File: src/rtl/adc_rc_pkg.sv
package adc_rc_pkg;
    typedef enum logic [1:0] {
        ST_IDLE = 2'd0,
        ST_CONV = 2'd1,
        ST_DONE = 2'd2,
        ST_REST = 2'd3
    } seq_state_t;

    localparam int          ADDR_W   = 2;
    localparam int          SAMPLE_W = 16;
    localparam logic [1:0]  A_RESULT = 2'd0;
    localparam logic [1:0]  A_CONFIG = 2'd1;
    localparam int          SLOW_BIT = 16;
    localparam int          SIGN_BIT = 0;
    localparam int          FLAG_BIT = 31;
endpackage

File: src/rtl/adc_rc_prescale.sv
module adc_rc_prescale #(
    parameter int FAST_LOG2 = 2,
    parameter int SLOW_LOG2 = 4
) (
    input  logic clk,
    input  logic rst,
    input  logic slow,
    output logic tick
);
    logic [SLOW_LOG2-1:0] cnt;

    always_ff @(posedge clk) begin
        if (rst) cnt <= '0;
        else     cnt <= cnt + 1'b1;
    end

    assign tick = slow ? (&cnt) : (&cnt[FAST_LOG2-1:0]);

    // ticks never come on two adjacent clocks
    assert_tick_spacing_R7: assert property (@(posedge clk) disable iff (rst)
        tick |=> !tick);
endmodule

File: src/rtl/adc_rc_seq.sv
module adc_rc_seq
    import adc_rc_pkg::*;
#(
    parameter int CONV_TICKS = 16,
    parameter int GAP_TICKS  = 64,
    parameter int SMP_W      = 16
) (
    input  logic             clk,
    input  logic             rst,
    input  logic             tick,
    input  logic             rd_res,
    input  logic [SMP_W-1:0] smp,
    output logic             done,
    output logic [SMP_W-1:0] res
);
    localparam int CC_W = $clog2(CONV_TICKS + 1);
    localparam int GC_W = $clog2(GAP_TICKS + 1);

    seq_state_t      state, nxt;
    logic [CC_W-1:0] cc;
    logic [GC_W-1:0] gcnt;
    logic            last, gap_zero, go;

    assign last     = (cc == CC_W'(CONV_TICKS - 1));
    assign gap_zero = (gcnt == '0);
    assign go       = rd_res && ((state == ST_IDLE) || (state == ST_DONE && gap_zero));

    always_ff @(posedge clk) begin
        if (rst) state <= ST_IDLE;
        else     state <= nxt;
    end

    always_comb begin
        nxt = state;
        unique case (state)
            ST_IDLE: if (rd_res)       nxt = ST_CONV;
            ST_CONV: if (tick && last) nxt = ST_DONE;
            ST_DONE: if (rd_res)       nxt = gap_zero ? ST_CONV : ST_REST;
            ST_REST: if (gap_zero)     nxt = ST_IDLE;
        endcase
    end

    always_ff @(posedge clk) begin
        if (rst) begin
            cc   <= '0;
            gcnt <= '0;
            res  <= '0;
        end else begin
            if (go)
                cc <= '0;
            else if (state == ST_CONV && tick && !last)
                cc <= cc + 1'b1;

            if (state == ST_CONV && tick && last) begin
                res  <= smp;
                gcnt <= GC_W'(GAP_TICKS);
            end else if ((state == ST_DONE || state == ST_REST) && tick && !gap_zero) begin
                gcnt <= gcnt - 1'b1;
            end
        end
    end

    assign done = (state == ST_DONE);

    // idle holds without a result read
    assert_idle_wait_R2: assert property (@(posedge clk) disable iff (rst)
        (state == ST_IDLE && !rd_res) |=> state == ST_IDLE);
    // between ticks a running conversion keeps its progress
    assert_conv_steady_R5: assert property (@(posedge clk) disable iff (rst)
        (state == ST_CONV && !tick) |=> (state == ST_CONV && $stable(cc)));
    // the rest state never launches a conversion
    assert_rest_blocks_R6: assert property (@(posedge clk) disable iff (rst)
        (state == ST_REST) |=> state != ST_CONV);
    // stored sample changes only when a conversion completes
    assert_hold_result_R9: assert property (@(posedge clk) disable iff (rst)
        (state != ST_CONV) |=> $stable(res));
endmodule

File: src/rtl/adc_rc_fmt.sv
module adc_rc_fmt
    import adc_rc_pkg::*;
(
    input  logic [ADDR_W-1:0]   addr,
    input  logic                done,
    input  logic [SAMPLE_W-1:0] res,
    input  logic                slow,
    input  logic                sgn,
    output logic [31:0]         rdata
);
    always_comb begin
        rdata = '0;
        unique case (addr)
            A_RESULT: begin
                rdata[FLAG_BIT]       = done;
                rdata[SAMPLE_W-1:0]   = res ^ {sgn, {(SAMPLE_W-1){1'b0}}};
            end
            A_CONFIG: begin
                rdata[SLOW_BIT] = slow;
                rdata[SIGN_BIT] = sgn;
            end
            default: rdata = '0;
        endcase
    end
endmodule

File: src/rtl/adc_read_ctrl.sv
module adc_read_ctrl
    import adc_rc_pkg::*;
#(
    parameter int CONV_TICKS = 16,
    parameter int GAP_TICKS  = 64,
    parameter int FAST_LOG2  = 2,
    parameter int SLOW_LOG2  = 4
) (
    input  logic        clk,
    input  logic        rst,
    input  logic        rd_en,
    input  logic        wr_en,
    input  logic [1:0]  addr,
    input  logic [31:0] wdata,
    output logic [31:0] rdata,
    input  logic [15:0] smp_in
);
    logic                slow_q, sgn_q;
    logic                tick, rd_res, done_w;
    logic [SAMPLE_W-1:0] res_w;
    logic                unused_wdata_bits;

    assign unused_wdata_bits = ^{wdata[31:SLOW_BIT+1], wdata[SLOW_BIT-1:SIGN_BIT+1]};
    assign rd_res = rd_en && (addr == A_RESULT);

    always_ff @(posedge clk) begin
        if (rst) begin
            slow_q <= 1'b0;
            sgn_q  <= 1'b0;
        end else if (wr_en && addr == A_CONFIG) begin
            slow_q <= wdata[SLOW_BIT];
            sgn_q  <= wdata[SIGN_BIT];
        end
    end

    adc_rc_prescale #(.FAST_LOG2(FAST_LOG2), .SLOW_LOG2(SLOW_LOG2)) u_pre (
        .clk(clk), .rst(rst), .slow(slow_q), .tick(tick)
    );

    adc_rc_seq #(.CONV_TICKS(CONV_TICKS), .GAP_TICKS(GAP_TICKS), .SMP_W(SAMPLE_W)) u_seq (
        .clk(clk), .rst(rst), .tick(tick), .rd_res(rd_res), .smp(smp_in),
        .done(done_w), .res(res_w)
    );

    adc_rc_fmt u_fmt (
        .addr(addr), .done(done_w), .res(res_w), .slow(slow_q), .sgn(sgn_q), .rdata(rdata)
    );

    // collecting a finished result clears the flag on the next cycle
    assert_flag_clears_R4: assert property (@(posedge clk) disable iff (rst)
        (rd_res && done_w) |=> !done_w);
    // the bits between sample and flag are always zero
    assert_upper_zero_R8: assert property (@(posedge clk) disable iff (rst)
        (addr == A_RESULT) |-> (rdata[30:16] == 15'd0));
endmodule

File: config.mk
export PLATFORM = sky130hd
export DESIGN_NAME = adc_read_ctrl
export DESIGN_NICKNAME = d
export VERILOG_FILES = /design/src/rtl/adc_rc_pkg.sv /design/src/rtl/adc_rc_prescale.sv /design/src/rtl/adc_rc_seq.sv /design/src/rtl/adc_rc_fmt.sv /design/src/rtl/adc_read_ctrl.sv
export SDC_FILE = /design/constraint.sdc
export NUM_CORES = 1
export LEC_CHECK = 0
export BUFFER_PORTS_ARGS = -buffer_cell sky130_fd_sc_hd__buf_2
export CORE_MARGIN = 2
export CORE_UTILIZATION = 41
export CTS_CLUSTER_SIZE = 16
export DETAILED_ROUTE_END_ITERATION = 8
export HOLD_SLACK_MARGIN = 0.03
export PLACE_DENSITY = 0.82
export SETUP_SLACK_MARGIN = 0.3
export SLEW_MARGIN = 40
export SYNTH_ARGS = -nofsm -noshare
export SYNTH_HDL_FRONTEND = slang
export SYNTH_SLANG_ARGS = --single-unit
export TNS_END_PERCENT = 30
File: constraint.sdc
create_clock -name clk -period 1.9 [get_ports clk]
set_input_delay 0.38 -clock clk [delete_from_list [all_inputs] [get_ports clk]]
set_output_delay 0.38 -clock clk [all_outputs]
set_load 0.05 [all_outputs]
==> reports/qor.txt <==
number of remaining DRC errors: 0
Max Cap Viol: 0
total grt overflow: 0
CTS Buf Count: 5
Antenna Cells: 0
Setup Skew: 0.006865 ns
post-route ant nets: 0
Levels on crit path: 7
Layout fillers: 371
slowest stage delay, CP: 0.34 ns
Post-Synth XOR/XNOR Area: 3.427%
Final setup viols: 0
final hold slack: 0.3217 ns
number of DRC markers in iteration 0: 53
Crit path top cell by count: ha_4
worst skew pair latency: 0.29 ns
Worst Path Buf+Inv: 1
Synth Area per Inst: 8.361 um^2
Distinct cells, synth: 46
area grow syn2layout: 32.59%
Top FF cell, synth: dfxtp_1
complex-gate fraction of the synthesized area: 13.01%
Tot Pwr: 1482 uW
DRT Pass-1 Iters: 4
worst reg2reg path depth: 7
RSZ-0062 raised after global routing: true
largest net degree at the start of global routing: 20
largest family of logic cells by synthesized area: simple AND/OR/NAND/NOR gates
Slew HR: 65.16%
clock root buffer: clkbuf_8
H-tree depth: 2
Post-synth EDFFs: 0
Hold Path Class: input pin to register
Worst-path clk slew: 0.07 ns
mux cell area share after synthesis: 2.238%
die area: 0.004908 mm^2
post-synthesis cell count: 214
fin nets: 326
CP endpoint kind: register
Ports: 86
synthesized flop and latch total: 36
CP Data Required Time: 2.09 ns
CP max stage cell: dfxtp_2
PwrDens: 624.8 mW/mm^2
GPL Wtd Cong: 0.7854
LEAKAGE: 0.0009807 uW
vias per inst: 4.959
register area: 728.2 um^2
multi-input logic area: 0.001121 mm^2
Synth Area in Adders: 3.497%
CP Launch Type: register
Initial Util: 41.96%
Avg WL per Cell: 11.99 um
CP endpoint: u_seq.gcnt[1]$_SDFFE_PP0P_
r2r startpoint: u_seq.cc[0]$_SDFFE_PP0P_
Max IR drop VDD: 0.0002778 V
crit path launch: u_seq.cc[0]$_SDFFE_PP0P_
final worst slack: 0.1749 ns
CP Class: register to register
simple-gate share of the synthesized area: 28.53%
height of the die: 70.06 um
register area share after synthesis: 40.28%
ranking of synthesized cells by area: dfxtp_1 (40%), nand2_1 (7.3%), buf_4 (5.9%)
vias in the first global route: 1428
first-pass GRT wire length: 6.168 mm
Synth area leader: dfxtp_1
Synth top area share: 40.28%
Total Routing Usage GR: 15.70%
row count: 24
worst hold start: smp_in[2]
final wirelength: 3.838 mm
flop2flop setup slack: 0.17 ns
CP Max Fanout: 19
Num Clock Sinks: 36
worst endpoint data arrival time: 1.92 ns
Fin. Hold Viols: 0
Setup TNS Final: 0 ns
share of layout cells above drive strength 1: 36.19%
die width: 70.06 um
Final min period: 1.725 ns
design area: 0.002372 mm^2
Final Max Tran Viols: 0
initial antenna violation count: 0
CTS Hold Bufs: 0
worst-path cell chain: ha_4 -> and3_4 -> ha_4 -> and4b_2 -> and2_4 -> buf_12 -> a2111oi_4
Async SR Flop Fraction: 0%
Crit path max-delay family: simple AND/OR/NAND/NOR gates
Port Buffers: 41
Final HPWL DP: 2.515 mm
R2R Path End: u_seq.gcnt[1]$_SDFFE_PP0P_
Slew @ Worst Pin: 0.5179 ns
Final period util: 90.79%
dpl ws: 0.09154 ns
clock buffer depth: 2
area post-placement: 0.002069 mm^2
mapped cell area: 0.001789 mm^2
status: finished clean
floorplan core area: 0.004264 mm^2
TritonCTS clock tree: done
Vias: 1587
Yosys warning count: 0
max frequency: 579.7 MHz
## final cells by class
cell class	count	share of cell area [%]
clock buffer	7	3.639
clock inverter	1	0.3165
inverter	3	0.4747
multi-input combinational	164	47.26
sequential	36	30.70
tap	52	2.743
timing repair buffer	57	14.87
## synth_stat cells (all sizes together), types with 3 or more instances
cell type and number:
clkbuf 6, nor3 3, ha 5, or4 4, o21ai 4, and2 16
a21boi 4, dfxtp 36, nand3 4, inv 3, buf 18, xnor2 4
nand2 35, xor2 3, mux2i 4, a21oi 18, nor2 17
## state kept, by name, summed over array words and instances (netlist names)
name / cells
u_seq.gcnt: 7
u_pre.cnt: 4
sgn_q: 1
u_seq.cc: 5
u_seq.res: 16
slow_q: 1
u_seq.state: 2
## how the worst min path moves through the flow
stage / depth (start not counted) / slack, ns / endpoint
finish: 3 / 0.32 / u_seq.res[2]$_SDFFE_PP0P_
global route: 3 / 0.31 / u_seq.res[2]$_SDFFE_PP0P_
CTS: 3 / 0.32 / u_seq.res[2]$_SDFFE_PP0P_
detailed placement: 1 / 0.44 / u_pre.cnt[0]$_SDFF_PP0_
global placement: 1 / 0.43 / u_pre.cnt[0]$_SDFF_PP0_
floorplan: 1 / 0.42 / u_pre.cnt[0]$_SDFF_PP0_
## metrics by stage
step | std cells | util (%)
final | 320 | 55.63
after global routing | 320 | 55.63
after CTS | 314 | 52.64
after detailed placement | 302 | 48.53
after global placement | 302 | 48.53
after floorplan | 227 | -
## layer usage
layer | wire length, um | up-vias | part of all wire [%] | global-route usage, %
met5 | 0 | - | 0 | 0
met4 | 40 | 0 | 1.0 | 6.197
met3 | 264 | 3 | 6.9 | 5.772
met2 | 1903 | 58 | 50 | 26.14
met1 | 1630 | 727 | 42 | 18.29
li1 | - | 799 | - | -
## power breakdown
group	internal [uW]	leakage, uW	switching (uW)	total (uW)
sequential	763	0.000294	9.78	773
combinational	41.2	0.000642	105	146
clock	294	0.0000445	269	564
total	1100	0.000981	384	1480
## cells in the final DEF (no fill, tap or decap), types with 3 or more instances in the layout
cell type / count
xnor2_1: 3
buf_4: 15
mux2i_1: 4
and2_1: 14
dfxtp_1: 30
clkbuf_8: 6
a21oi_1: 15
buf_2: 40
dfxtp_2: 6
ha_4: 3
o21ai_0: 4
inv_1: 3
nor2_1: 16
nand2_1: 35
xor2_1: 3
nand3_1: 4
conb_1: 14
## what timing repair did
| action | 4_1_cts | 5_1_grt |
|---|---|---|
| gates resized for setup | 15 | 16 |
| pin swaps | 3 | 11 |
| endpoints found under the setup margin | 29 | 44 |
| setup buffers | 4 | 6 |
## worst reg2reg max path: cells and delay by family (launching register included)
family	cells	cell delay, ns
compound gates	1	0.26
simple gates	3	0.58
buf+inv	1	0.15
flops	1	0.34
fa+ha+maj	2	0.31
## logic make-up after synthesis
group,Yosys count
AO/OA/AOI/OAI,37
XOR/XNOR,7
adder cells (fa/ha/maj),5
buffers and inverters,27
flip-flops,36
multiplexers,4
other,1
AND/OR/NAND/NOR,97
No activity file was read; power rests on OpenSTA's default activity.
